[src/rtl/bcg_pkg.sv]
package bcg_pkg;

    typedef enum logic [1:0] {
        BST_IDLE  = 2'd0,
        BST_FIXED = 2'd1,
        BST_PAGE  = 2'd2
    } bst_state_e;

    localparam int unsigned LEN_CODE_W = 3;

endpackage

[src/rtl/bcg_len_decode.sv]
module bcg_len_decode #(
    parameter int unsigned COL_W = 9
) (
    input  logic [bcg_pkg::LEN_CODE_W-1:0] code_i,
    output logic [COL_W-1:0]               mask_o,
    output logic                           page_o,
    output logic                           rsv_o
);

    always_comb begin
        mask_o = '0;
        page_o = 1'b0;
        rsv_o  = 1'b0;
        unique case (code_i)
            3'b000: mask_o = '0;
            3'b001: mask_o = COL_W'(1);
            3'b010: mask_o = COL_W'(3);
            3'b011: mask_o = COL_W'(7);
            3'b111: begin
                mask_o = '1;
                page_o = 1'b1;
            end
            default: rsv_o = 1'b1;
        endcase
    end

endmodule

[src/rtl/bcg_beat_fsm.sv]
module bcg_beat_fsm #(
    parameter int unsigned COL_W = 9
) (
    input  logic             clk,
    input  logic             rst_n,
    input  logic             start_i,
    input  logic             term_i,
    input  logic [COL_W-1:0] col_i,
    input  logic             order_i,
    input  logic [COL_W-1:0] mask_i,
    input  logic             page_i,
    input  logic             rsv_i,
    output logic [COL_W-1:0] base_o,
    output logic [COL_W-1:0] mask_o,
    output logic [COL_W-1:0] beat_o,
    output logic             order_o,
    output logic             valid_o,
    output logic             last_o,
    output logic             err_o
);
    import bcg_pkg::*;

    bst_state_e       state_q, state_d;
    logic [COL_W-1:0] base_q, mask_q, beat_q;
    logic             order_q, err_q;
    logic             at_end;

    assign at_end = (beat_q == mask_q);

    // next state
    always_comb begin
        state_d = state_q;
        if (start_i) begin
            state_d = page_i ? BST_PAGE : BST_FIXED;
        end else begin
            unique case (state_q)
                BST_IDLE:  state_d = BST_IDLE;
                BST_FIXED: if (term_i || at_end) state_d = BST_IDLE;
                BST_PAGE:  if (term_i) state_d = BST_IDLE;
                default:   state_d = BST_IDLE;
            endcase
        end
    end

    // state and burst context registers
    always_ff @(posedge clk or negedge rst_n) begin
        if (!rst_n) begin
            state_q <= BST_IDLE;
            base_q  <= '0;
            mask_q  <= '0;
            beat_q  <= '0;
            order_q <= 1'b0;
            err_q   <= 1'b0;
        end else begin
            state_q <= state_d;
            if (start_i) begin
                base_q  <= col_i;
                mask_q  <= mask_i;
                beat_q  <= '0;
                order_q <= order_i && !page_i;
                err_q   <= rsv_i;
            end else if (state_q != BST_IDLE) begin
                beat_q  <= beat_q + COL_W'(1);
            end
        end
    end

    // outputs
    always_comb begin
        valid_o = (state_q != BST_IDLE);
        last_o  = (state_q == BST_FIXED) && at_end;
        err_o   = err_q && valid_o;
        base_o  = base_q;
        mask_o  = mask_q;
        beat_o  = beat_q;
        order_o = order_q;
    end

endmodule

[src/rtl/bcg_col_calc.sv]
module bcg_col_calc #(
    parameter int unsigned COL_W = 9
) (
    input  logic [COL_W-1:0] base_i,
    input  logic [COL_W-1:0] mask_i,
    input  logic [COL_W-1:0] beat_i,
    input  logic             order_i,
    output logic [COL_W-1:0] col_o
);

    logic [COL_W-1:0] seq_col;
    logic [COL_W-1:0] ilv_col;

    assign seq_col = base_i + beat_i;
    assign ilv_col = base_i ^ beat_i;

    for (genvar b = 0; b < COL_W; b++) begin : g_bit
        assign col_o[b] = mask_i[b] ? (order_i ? ilv_col[b] : seq_col[b]) : base_i[b];
    end

endmodule

[src/rtl/burst_col_gen.sv]
module burst_col_gen #(
    parameter int unsigned COL_W = 9
) (
    input  logic                           clk,
    input  logic                           rst_n,
    input  logic                           start_i,
    input  logic                           term_i,
    input  logic [COL_W-1:0]               col_start_i,
    input  logic [bcg_pkg::LEN_CODE_W-1:0] len_code_i,
    input  logic                           order_i,
    output logic [COL_W-1:0]               col_o,
    output logic                           valid_o,
    output logic                           last_o,
    output logic                           len_err_o
);

    logic [COL_W-1:0] dec_mask;
    logic             dec_page, dec_rsv;
    logic [COL_W-1:0] cur_base, cur_mask, cur_beat;
    logic             cur_order;

    bcg_len_decode #(.COL_W(COL_W)) u_dec (
        .code_i (len_code_i),
        .mask_o (dec_mask),
        .page_o (dec_page),
        .rsv_o  (dec_rsv)
    );

    bcg_beat_fsm #(.COL_W(COL_W)) u_fsm (
        .clk     (clk),
        .rst_n   (rst_n),
        .start_i (start_i),
        .term_i  (term_i),
        .col_i   (col_start_i),
        .order_i (order_i),
        .mask_i  (dec_mask),
        .page_i  (dec_page),
        .rsv_i   (dec_rsv),
        .base_o  (cur_base),
        .mask_o  (cur_mask),
        .beat_o  (cur_beat),
        .order_o (cur_order),
        .valid_o (valid_o),
        .last_o  (last_o),
        .err_o   (len_err_o)
    );

    bcg_col_calc #(.COL_W(COL_W)) u_col (
        .base_i  (cur_base),
        .mask_i  (cur_mask),
        .beat_i  (cur_beat),
        .order_i (cur_order),
        .col_o   (col_o)
    );

endmodule

[config.mk]
export PLATFORM = sky130hd
export DESIGN_NAME = burst_col_gen
export DESIGN_NICKNAME = d
export VERILOG_FILES = /design/src/rtl/bcg_pkg.sv /design/src/rtl/bcg_len_decode.sv /design/src/rtl/bcg_beat_fsm.sv /design/src/rtl/bcg_col_calc.sv /design/src/rtl/burst_col_gen.sv
export SDC_FILE = /design/constraint.sdc
export NUM_CORES = 1
export LEC_CHECK = 0
export ABC_AREA = 1
export BUFFER_PORTS_ARGS = -buffer_cell sky130_fd_sc_hd__clkbuf_2
export CORE_ASPECT_RATIO = 1.75
export CORE_UTILIZATION = 36
export CTS_CLUSTER_DIAMETER = 50
export CTS_CLUSTER_SIZE = 20
export DETAILED_ROUTE_END_ITERATION = 12
export PLACE_DENSITY = 0.65
export SYNTH_ARGS = -nofsm -noshare
export SYNTH_HDL_FRONTEND = slang
export SYNTH_SLANG_ARGS = --single-unit
[constraint.sdc]
create_clock -name clk -period 1.9 [get_ports clk]
set_input_delay 0.095 -clock clk [delete_from_list [all_inputs] [get_ports clk]]
set_output_delay 0.095 -clock clk [all_outputs]
set_load 0.03 [all_outputs]
# Word level (Yosys, flattened, before mapping)
# Index checks and enable logic that the tools add are counted.
# totals
register_bits,31
latch_bits,0
mem_bits_rw,0
rom_bits,0
in_bits,17
out_inout_bits,12
elab_cells,56
n_memories,0
# op_classes
addsub,2
n_mul,0
div_mod_pow,0
order_cmp,0
eq_ne,9
shifts,0
n_mux,28
n_bitwise,1
n_reduce_logical,10
# ops
operator,n
case mux 9 bit (4 select lines),1
2-to-1 mux 1 bit,20
2-to-1 mux 9 bit,2
"adder 9 x 1 -> 9 bit, second input constant",1
adder 9 bit,1
== test 9 bit,1
bitwise XOR 9 bit,1
2-to-1 mux 2 bit,4
"== test 3 x 2 -> 1 bit, second input constant",2
OR reduction 5 bit,1
case mux 2 bit (2 select lines),1
nonzero test 2 bit,2
"== test 3 x 1 -> 1 bit, second input constant",1
"== test 3 bit, second input constant",1
logical AND 1 bit,3
logical NOT 3 bit,1
"inequality test 3 x 2 -> 1 bit, second input constant",1
"inequality test 3 bit, second input constant",1
"== test 2 x 1 -> 1 bit, second input constant",1
"== test 2 bit, second input constant",1
AND reduction 2 bit,1
logical NOT 1 bit,1
logical OR 1 bit,1

# Logic depth before layout (Yosys ltp)
# Gate-level depths: netlist of run 1.
# logic_depth
depth_word,5
mapped_depth,11
ltp_nobuf,11

# Cells and area by module
# Synthesis of run 1 repeated with hierarchy kept, for this count alone.
# hier_totals
cells_unflattened,310
hier_area_um2,2134.5
# modules_own_cells
mod,n_inst,cells_each,area_per_inst_um2,seq_area_each_um2
bcg_beat_fsm,1,200,1517.7,775.7
bcg_col_calc,1,94,524.3,0.0
bcg_len_decode,1,16,92.6,0.0

# Worst setup path after synthesis of run 1
# Ideal clock, no wire load.
# synth_path
kind,register to output
from,"register u_fsm.beat_q[0], in the netlist u_fsm.beat_o[0]"
to,output col_o[2]
arrival_time_ns,1.831
required_time_ns,1.805
slack_ns,-0.026
path_stages_with_launch,6
path_buffers,0
cell_sequence,dfrtp_1 > ha_1 > fa_1 > nand2_1 > xor2_1 > o21ai_0
# synth_between
elab_chain_len,3
# synth_rtl
item,line_no,rtl
from (decl),bcg_beat_fsm.sv:24,"logic [COL_W-1:0] base_q, mask_q, beat_q;"
from (signal assigned),bcg_beat_fsm.sv:63,beat_q <= beat_q + COL_W'(1);
adder 9 bit,bcg_col_calc.sv:14,assign seq_col = base_i + beat_i;
2-to-1 mux 1 bit (2 in series),bcg_col_calc.sv:18,assign col_o[b] = mask_i[b] ? (order_i ? ilv_col[b] : seq_col[b]) : base_i[b];
to (decl),burst_col_gen.sv:11,"output logic [COL_W-1:0] col_o,"
# No other way between the ends.

# Worst setup path after layout of run 1
# layout_path
from,"register u_fsm.beat_q[0], in the netlist u_fsm.beat_o[0]"
to,output col_o[8]
# The elaborated chain is that of the path after synthesis.

==> results of run 1 <==
==> synth_stat cells (all sizes together) <==
library cell,n,area (um2)
o211a,1,10.0
o211ai,1,7.51
ha,9,113
nand3b,2,15.0
nor3,3,15.0
nand3,20,105
inv,26,100
buf,2,10.0
clkbuf,3,21.3
fa,1,20.0
nand2,63,236
a21oi,9,45.0
a211oi,1,12.5
clkinv,2,7.51
o22ai,2,12.5
nor2,23,101
dfrtp,26,651
o21ai,26,130
nand4,3,33.8
xor2,6,52.6
==> worst max-delay path by stage <==
stage / depth (start not counted) / endpoint / from / slack [ps]
4_1_cts: 10 / col_o[6] / u_fsm.beat_o[0] / -170
3_5_place_dp: 10 / col_o[6] / u_fsm.base_o[0] / -30
5_1_grt: 11 / col_o[8] / u_fsm.beat_o[0] / -310
3_3_place_gp: 10 / col_o[6] / u_fsm.base_o[0] / 2
6_report: 11 / col_o[8] / u_fsm.beat_o[0] / -150
2_1_floorplan: 9 / col_o[6] / u_fsm.beat_o[0] / 40
==> final cells by class <==
class	count	area, um2
timing repair buffer	41	279
inverter	28	108
clock inverter	1	30.0
tap	51	63.8
sequential	26	652
multi-input combinational	170	1050
fill	460	2260
clock buffer	3	41.3
==> per-stage QoR <==
stage / power, mW / setup TNS, ps
6_report: 1.54 / -393
5_1_grt: 1.63 / -1080
4_1_cts: 1.52 / -451
3_5_place_dp: 1.00 / -54.8
3_3_place_gp: 0.997 / 0
2_1_floorplan: 0.877 / 0
==> worst max-delay path: cells and delay by family (launching register included) <==
kind          cells  cell delay (ps)
fa+ha+maj         2              550
buf+inv           1              130
flops             1              400
simple gates      8              600
==> power breakdown <==
| group | internal [mW] | switching (mW) | total [mW] |
|---|---|---|---|
| combinational | 0.180 | 0.262 | 0.442 |
| clock | 0.282 | 0.184 | 0.466 |
| sequential | 0.591 | 0.0428 | 0.634 |
| total | 1.05 | 0.489 | 1.54 |
==> layout by cell type (no fill, tap or decap), types with 2 or more instances in the layout <==
master	instances
a21oi_1	9
buf_4	17
buf_8	2
clkbuf_2	19
clkbuf_8	3
clkinv_1	2
dfrtp_1	25
ha_1	2
ha_4	6
inv_1	24
nand2_1	57
nand2_2	5
nand3_1	15
nand3_2	5
nand3b_1	2
nand4_1	2
nor2_1	19
nor2_2	2
nor2_4	2
nor3_2	3
o21ai_0	21
o21ai_1	4
o22ai_1	2
xor2_1	6
==> sequential cells by signal, summed over array words and instances, names as in the netlist <==
register	count
u_fsm.state_q	2
u_fsm.order_o	1
u_fsm.mask_o	4
u_fsm.err_q	1
u_fsm.beat_o	9
u_fsm.base_o	9
==> logic make-up (layout without fill, tap and decap cells) <==
group	count (synthesis)	count (layout)	share of synthesized area
xor+xnor	6	6	0.0309
compound gates	40	40	0.128
fa+ha+maj	10	10	0.0781
simple gates	114	114	0.298
buf+inv	33	73	0.0817
flops	26	26	0.383
==> layer usage <==
metal	global-route usage	routed length, um	up-vias
met4	0.0702	76	0
met2	0.333	2360	32
li1	-	-	828
met3	0.00985	106	6
met5	0	0	-
met1	0.247	1690	762
==> repair_timing <==
action	CTS	global route
gates resized for setup	27	21
pin swaps	6	11
setup buffers	3	2
hold endpoints to repair	26	0
setup endpoints to repair	8	9
hold buffers	1	0
==> impl_results.md, run 1 <==
* RSZ-0062 raised after global routing: yes
* Outcome: finished with violations
* Die height at 92.9 um
* Power per cell area at 693 nW/um2
* Avg WL per Cell at 13.2 um
* Total GRT Usage at 0.195
* Synth unique cells at 27
* NumNets Final at 297
* Cell Area, Placed at 1920 um2
* Pre-CTS WS at -31.1 ps
* Root Driver: clkbuf_8
* HP Start: col_start_i[3]
* Later-pin clock latency in the skew report at 270 ps
* Largest net degree at the start of global routing at 27
* Die W at 53.9 um
* Synth Instances at 229
* Clock buffer depth at 2
* Setup Skew at 3.28 ps
* CTS tree: yes
* Maximum vdd drop at 0.534 mV
* Drt via density at 5.09
* Final number of hold-violating endpoints at 0
* Drt initial violations at 27
* FF-to-FF End: u_fsm.beat_o[8]
* Worst reg2reg setup slack at 490 ps
* Synthesized area at 1700 um2
* Critical path data required time at 1800 ps
* Worst Setup Path Type: reg -> out
* Layout cells sized above 1 at 0.283
* Antenna Diode Count at 0
* Clk sinks at 26
* Synth Register Bits at 26
* Reg-to-Reg Start: u_fsm.beat_o[1]
* Number of global-route vias before repair at 1635
* Tmin final at 2050 ps
* Boundary Pins at 29
* Sequential share of the synthesized area at 0.383
* CP arrival at 1950 ps
* RePlAce Congestion at 0.841
* Slowest-stage cell, CP: dfrtp_1
* Via count at 1628
* Post-route ant nets at 0
* Setup crit end kind: output port
* Worst Hold Class: in -> reg
* Hold EP: u_fsm.base_o[3]
* Cts bufs inserted at 3
* Grt ovf at 0
* Post-route insts no fill at 320
* Worst Max-Slew Pin Slew at 656 ps
* Drt pass-1 iters at 4
* Worst Hold Slack at 21.3 ps
* Tcrit/Tclk final at 1.08
* Final HPWL DP at 3.12 mm
* Reg2Reg Depth at 9
* Crit-path cells: ha_2 -> fa_2 -> nand2_2 -> nand2_4 -> nand3_2 -> nand2_1 -> nand2_1 -> nand3_1 -> nand2_1 -> nand2_2 -> buf_8
* Post-route core utilization at 0.497
* Syn_area_per_cell at 7.42 um2
* Final worst setup slack at -145 ps
* Final wirelength at 4.24 mm
* Fmax at 0.489 GHz
* Critical Path Max Stage Delay at 400 ps
* Final setup vio count at 3
* Num rows at 32
* P_leak at 1.10 nW
* Max-Cap Viols at 0
* Residual DRC count at 0
* Worst hold stages at 3
* Synth-to-layout area growth at 31.1%
* Worst setup SP type: flop
* Syn nets at 256
* Yosys Warn Count at 0
* Initial Util at 0.379
* Initial antenna violation count at 0
* Worst-path fanout max at 4
* Core Box Area at 4480 um2
* Slew Viols, Final at 0
* First-pass GRT wire length at 7.25 mm
* Port Buffers at 28
* H-tree levels at 1
* CP most frequent cell: nand2_1
* Post-route cell area at 2230 um2
* Clock slew at reported path FFs at 90 ps
* Violated checks: negative setup slack
* Die area at 5010 um2
* Slew Limit Headroom at 0.562
* Placed Cells at 310
(Power assumes the default switching activity.)
==> run 2: changes to the inputs <==
PLACE_DENSITY = 0.59   (was 0.65)
==> impl_results.md, run 2 (synthesized netlist as in run 1, its figures left out) <==
* Outcome: finished with violations (unchanged)
* Violated checks: negative setup slack (unchanged)
* Setup crit end kind: output port (unchanged)
* Fin Setup TNS at -330 ps (was -393 ps)
* CP top delay family: adder cells (was simple AND/OR/NAND/NOR gates)
* Max-Cap Viols at 0 (unchanged)
* Worst setup SP type: flop (unchanged)
* CTS tree: yes (unchanged)
* Die W at 53.9 um (unchanged)
* Sequential share of power at 0.440 (was 0.411)
* Critical path data required time at 1800 ps (about the same)
* Grt ovf at 0 (unchanged)
* Root Driver: clkbuf_8 (unchanged)
* FF-to-FF End: u_fsm.beat_o[8] (unchanged)
* Initial Util at 0.379 (unchanged)
* Post-route core utilization at 0.496 (was 0.497)
* Core Box Area at 4480 um2 (unchanged)
* CP Buf/Inv Count at 1 (unchanged)
* Hold EP: u_fsm.base_o[3] (unchanged)
* Tcrit/Tclk final at 1.07 (was 1.08)
* Final number of hold-violating endpoints at 0 (unchanged)
* Antenna Diode Count at 0 (unchanged)
* Most common cell after layout, fill and taps aside: nand2_1 (unchanged)
* Layout cells sized above 1 at 0.281 (was 0.283)
* Final HPWL DP at 3.07 mm (was 3.12 mm)
* Clock buffer depth at 2 (unchanged)
* NumNets Final at 298 (was 297)
* P_sw at 0.483 mW (was 0.489 mW)
* H-tree levels at 1 (unchanged)
* Post-route ant nets at 0 (unchanged)
* Via count at 1625 (was 1628)
* Slew Limit Headroom at 0.561 (was 0.562)
* Initial antenna violation count at 0 (unchanged)
* Clock slew at reported path FFs at 90 ps (about the same)
* Power per cell area at 647 nW/um2 (was 693 nW/um2)
* CP arrival at 1940 ps (was 1950 ps)
* HP Start: col_start_i[3] (unchanged)
* Number of global-route vias before repair at 1510 (was 1635)
* Largest net degree at the start of global routing at 27 (unchanged)
* Worst Hold Class: in -> reg (unchanged)
* CP most frequent cell: o21ai_1 (was nand2_1)
* Port Buffers at 28 (unchanged)
* Most frequent cells in the layout: nand2_1, dfrtp_1, inv_1 (unchanged)
* Drt via density at 5.06 (was 5.09)
* Synth-to-layout area growth at 31.0% (was 31.1%)
* Slowest-stage cell, CP: dfrtp_1 (unchanged)
* Worst-path fanout max at 4 (unchanged)
* RSZ-0062 raised after global routing: yes (unchanged)
* Tmin final at 2040 ps (was 2050 ps)
* Setup Skew at 5.42 ps (was 3.28 ps)
* Later-pin clock latency in the skew report at 270 ps (about the same)
* Die height at 92.9 um (unchanged)
* Gate power share at 0.307 (was 0.287)
* P_int at 0.956 mW (was 1.05 mW)
* Worst Setup Path Type: reg -> out (unchanged)
* Drt pass-1 iters at 4 (unchanged)
* Final worst setup slack at -137 ps (was -145 ps)
* Fmax at 0.491 GHz (was 0.489 GHz)
* Clk sinks at 26 (unchanged)
* RePlAce Congestion at 0.872 (was 0.841)
* P_leak at 1.11 nW (was 1.10 nW)
* Num rows at 32 (unchanged)
* Worst reg2reg setup slack at 470 ps (was 490 ps)
* Die area at 5010 um2 (unchanged)
* Worst Max-Slew Pin Slew at 659 ps (was 656 ps)
* Maximum vdd drop at 0.509 mV (was 0.534 mV)
* Slew Viols, Final at 0 (unchanged)
* Final setup vio count at 3 (unchanged)
* Boundary Pins at 29 (unchanged)
* Worst hold stages at 3 (unchanged)
* Cts bufs inserted at 3 (unchanged)
* Clock share of power at 0.253 (was 0.302)
* Residual DRC count at 0 (unchanged)
* Total GRT Usage at 0.189 (was 0.195)
* Crit-path cells: ha_2 -> fa_2 -> nand2_2 -> nand2_4 -> nand3b_1 -> o21ai_1 -> nand2_1 -> nand3_1 -> o21ai_1 -> buf_4 (was ha_2 -> fa_2 -> nand2_2 -> nand2_4 -> nand3_2 -> nand2_1 -> nand2_1 -> nand3_1 -> nand2_1 -> nand2_2 -> buf_8)
* First-pass GRT wire length at 6.92 mm (was 7.25 mm)
* Final wirelength at 4.22 mm (was 4.24 mm)
* Switching Share at 0.336 (was 0.317)
* Critical Path Max Stage Delay at 390 ps (was 400 ps)
* Reg-to-Reg Start: u_fsm.beat_o[1] (unchanged)
* Reg2Reg Depth at 9 (unchanged)
* Drt initial violations at 27 (unchanged)
* Avg WL per Cell at 13.2 um (about the same)
run 2: cell type report:
class                      count  area (um2)
inverter                      28         108
multi-input combinational    170        1060
fill                         459        2260
tap                           51        63.8
sequential                    26         652
clock buffer                   4        55.1
timing repair buffer          42         287
run 2: worst max path at each step:
stage,from,end,slack [ps],cells after the start
2_1_floorplan,u_fsm.beat_o[0],col_o[6],40,9
3_3_place_gp,u_fsm.base_o[0],col_o[6],-8,10
3_5_place_dp,u_fsm.base_o[0],col_o[6],-30,10
4_1_cts,u_fsm.beat_o[0],col_o[6],-180,10
5_1_grt,u_fsm.base_o[0],col_o[8],-280,11
6_report,u_fsm.base_o[0],col_o[6],-140,10
run 2: stage by stage:
stage	area (um2)	hold WS [ps]	instances	setup slack (ps)	power, mW
3_5_place_dp	1920	165	309	-26.9	0.999
5_1_grt	2230	19.9	321	-283	1.52
4_1_cts	2110	24.9	315	-175	1.41
3_3_place_gp	1920	162	309	-7.58	0.996
6_report	2230	21.8	321	-137	1.44
2_1_floorplan	1700	-201	229	37.0	0.877
run 2: worst reg2reg max path: stages, from the launching register on:
cell and delay [ps]:
dfrtp_1 370, buf_6 110, buf_4 120, ha_1 220
nand4_4 150, nor2_4 120, nand3_2 80, nand2_1 60
nand2_1 40, nor2_1 90
run 2: layer usage:
layer,global-route usage,vias up,part of all wire
li1,-,840,-
met1,0.243,755,0.43
met2,0.318,24,0.53
met3,0.0213,6,0.021
met4,0.0548,0,0.016
met5,0,-,0
run 2: what timing repair did:
| action | CTS | global route |
|---|---|---|
| setup buffers | 1 | 6 |
| hold endpoints to repair | 26 | 0 |
| hold buffers | 1 | 0 |
| cloned | 0 | 0 |
| resized for setup | 25 | 26 |
| pin swaps | 5 | 15 |
| endpoints found under the setup margin | 7 | 9 |
run 2: power by group through the flow:
stage	registers, mW	logic, mW	clock network (mW)
after detailed placement	0.638	0.361	0
after CTS	0.632	0.406	0.368
final	0.633	0.441	0.365
after floorplan	0.633	0.244	0
after global routing	0.639	0.486	0.399
after global placement	0.637	0.359	0
==> run 3: changes to the inputs <==
ABC_AREA = 0   (was 1)
==> impl_results.md, run 3 <==
* Post-synth EDFFs at 0 (unchanged)
* Fmax at 0.398 GHz (was 0.491 GHz)
* Grt ovf at 0 (unchanged)
* Layout cells sized above 1 at 0.361 (was 0.281)
* Via count at 1478 (was 1625)
* Ranking of synthesized cells by area: dfrtp_1, ha_1, mux2_2 (was dfrtp_1, nand2_1, o21ai_0)
* Violated checks: negative setup slack (unchanged)
* Power per cell area at 683 nW/um2 (was 647 nW/um2)
* Area share of the largest cell type after synthesis at 0.398 (was 0.383)
* Yosys Warn Count at 0 (unchanged)
* RSZ-0062 raised after global routing: yes (unchanged)
* Initial Util at 0.375 (was 0.379)
* NumNets Final at 261 (was 298)
* Post-route ant nets at 0 (unchanged)
* Clk sinks at 26 (unchanged)
* Die W at 53.0 um (was 53.9 um)
* Yosys top cell by area: dfrtp_1 (unchanged)
* Slew Viols, Final at 0 (unchanged)
* RePlAce Congestion at 0.776 (was 0.872)
* H-tree levels at 1 (unchanged)
* P_leak at 1.04 nW (was 1.11 nW)
* Final number of hold-violating endpoints at 0 (unchanged)
* Drt pass-1 iters at 4 (unchanged)
* Worst-path fanout max at 2 (was 4)
* Avg WL per Cell at 14.6 um (was 13.2 um)
* CTS tree: yes (unchanged)
* HP Start: col_start_i[4] (was col_start_i[3])
* Syn nets at 201 (was 256)
* Tcrit/Tclk final at 1.32 (was 1.07)
* Final worst setup slack at -611 ps (was -137 ps)
* Drt initial violations at 21 (was 27)
* Worst Max-Slew Pin Slew at 702 ps (was 659 ps)
* Reg2Reg Depth at 8 (was 9)
* Num rows at 32 (unchanged)
* Largest net degree at the start of global routing at 34 (was 27)
* Worst Hold Class: in -> reg (unchanged)
* Die area at 4830 um2 (was 5010 um2)
* Cts bufs inserted at 3 (unchanged)
* Syn_area_per_cell at 9.41 um2 (was 7.42 um2)
* Initial antenna violation count at 0 (unchanged)
* Die height at 91.2 um (was 92.9 um)
* Cell Area, Placed at 2040 um2 (was 1920 um2)
* Outcome: finished with violations (unchanged)
* Post-route cell area at 2220 um2 (was 2230 um2)
* Drt via density at 5.20 (was 5.06)
* Final wirelength at 4.15 mm (was 4.22 mm)
* Hold EP: u_fsm.base_o[4] (was u_fsm.base_o[3])
* Setup Skew at 5.82 ps (was 5.42 ps)
* Number of global-route vias before repair at 1519 (was 1510)
* Slew Limit Headroom at 0.532 (was 0.561)
* Synth Register Bits at 26 (unchanged)
* Core Box Area at 4360 um2 (was 4480 um2)
* Final HPWL DP at 3.11 mm (was 3.07 mm)
* Max-Cap Viols at 0 (unchanged)
* Setup crit end kind: output port (unchanged)
* Async SR Flop Fraction at 1.00 (unchanged)
* Sequential share of the synthesized area at 0.398 (was 0.383)
* Synth top cells by count: dfrtp_1, nand2_1, nor2_1 (was nand2_1, dfrtp_1, o21ai_0)
* Clock buffer depth at 2 (unchanged)
* FF-to-FF End: u_fsm.state_q[0] (was u_fsm.beat_o[8])
* Residual DRC count at 0 (unchanged)
* First-pass GRT wire length at 6.69 mm (was 6.92 mm)
* Worst reg2reg setup slack at 150 ps (was 470 ps)
* Worst Setup Path Type: reg -> out (unchanged)
* Port Buffers at 28 (unchanged)
* Antenna Diode Count at 0 (unchanged)
* Post-route core utilization at 0.508 (was 0.496)
* Final setup vio count at 8 (was 3)
* Synth Instances at 174 (was 229)
* Tmin final at 2510 ps (was 2040 ps)
* Maximum vdd drop at 0.480 mV (was 0.509 mV)
* Later-pin clock latency in the skew report at 280 ps (was 270 ps)
* Reg-to-Reg Start: u_fsm.beat_o[3] (was u_fsm.beat_o[1])
* Ys flop type: dfrtp_1 (unchanged)
* Synth unique cells at 37 (was 27)
* Synth-to-layout area growth at 35.4% (was 31.0%)
* Root Driver: clkbuf_8 (unchanged)
* Synthesized area at 1640 um2 (was 1700 um2)
* Clock slew at reported path FFs at 90 ps (about the same)
* Total GRT Usage at 0.190 (was 0.189)
* Boundary Pins at 29 (unchanged)
* Most common cell after layout, fill and taps aside: buf_4 (was nand2_1)
* Worst setup SP type: flop (unchanged)
* Most frequent cells in the layout: buf_4, dfrtp_1, clkbuf_2 (was nand2_1, dfrtp_1, inv_1)
* Worst hold stages at 2 (was 3)
* Total Power at 1.51 mW (was 1.44 mW)
* CP arrival at 2420 ps (was 1940 ps)
* Critical path data required time at 1800 ps (about the same)
* Most instantiated library cell after synthesis: dfrtp_1 (was nand2_1)
==> run 3: cell types whose count changed in the layout (fill, tap and decap cells not counted), sizes merged, moves of 3 or more <==
cell	delta
o21ai	-15
mux2i	+3
clkbuf	+5
nand2	-47
nand3	-13
a21oi	+3
buf	+13
xnor2	+7
mux2	+12
nor2	-7
or3	+3
inv	-16
nand4	+3
==> run 3: timing repair <==
action,in CTS,in global routing
hold buffers,2,0
gates resized for setup,12,12
setup buffers,1,2
hold endpoints to repair,27,0
pin swaps,2,3
setup endpoints to repair,9,9
==> run 3: per-stage QoR <==
stage | setup TNS (ps) | hold WS (ps) | cells | worst slack [ps]
after detailed placement | -677 | 164 | 275 | -303
final | -2520 | 22.6 | 284 | -611
after global placement | -615 | 156 | 275 | -290
after global routing | -3350 | 17.2 | 284 | -767
after floorplan | -326 | -201 | 174 | -326
after CTS | -2680 | 23.9 | 282 | -607
==> run 3: how the worst max path moves through the flow <==
stage	from	to	slack, ps	depth (start not counted)
after global routing	u_fsm.beat_o[0]	col_o[8]	-770	8
after CTS	u_fsm.beat_o[0]	col_o[8]	-610	8
final	u_fsm.beat_o[0]	col_o[8]	-610	8
after floorplan	u_fsm.beat_o[0]	col_o[8]	-330	7
after detailed placement	u_fsm.base_o[0]	col_o[8]	-300	8
after global placement	u_fsm.beat_o[0]	col_o[8]	-290	8
==> run 3: where the power goes <==
group	internal (mW)	switching (mW)
clock network	0.186	0.185
registers	0.593	0.0392
logic	0.245	0.266
==> run 3: area by class of cell <==
type	count	area, um2
clock buffers	4	55.1
flip-flops and latches	26	651
fillers	438	2150
repair buffers	61	435
multi-input cells	132	973
inverters	10	37.5
well taps	51	63.8
==> run 3: kinds of logic after synthesis <==
family                     after synthesis  share of synthesized area
and+or+nand+nor                         58                      0.169
AOI/OAI and AO/OA                       34                      0.131
DFF                                     26                      0.398
buffers and inverters                   16                     0.0405
xor gates and xnor gates                15                     0.0803
muxes                                   15                      0.101
adders and majority gates               10                     0.0810
==> run 3: per-layer routing <==
layer | track usage | up-vias | share of wire
li1 | - | 732 | -
met2 | 0.365 | 26 | 0.58
met3 | 0.0151 | 7 | 0.020
met5 | 0 | - | 0
met1 | 0.193 | 713 | 0.38
met4 | 0.0855 | 0 | 0.022
==> run 3: worst max-delay path: stages, from the launching register on <==
cell	delay (ps)
dfrtp_1	400
ha_2	200
fa_2	360
a211oi_2	240
o32ai_2	120
a31oi_1	190
mux2i_1	310
xor2_2	160
clkbuf_8	170
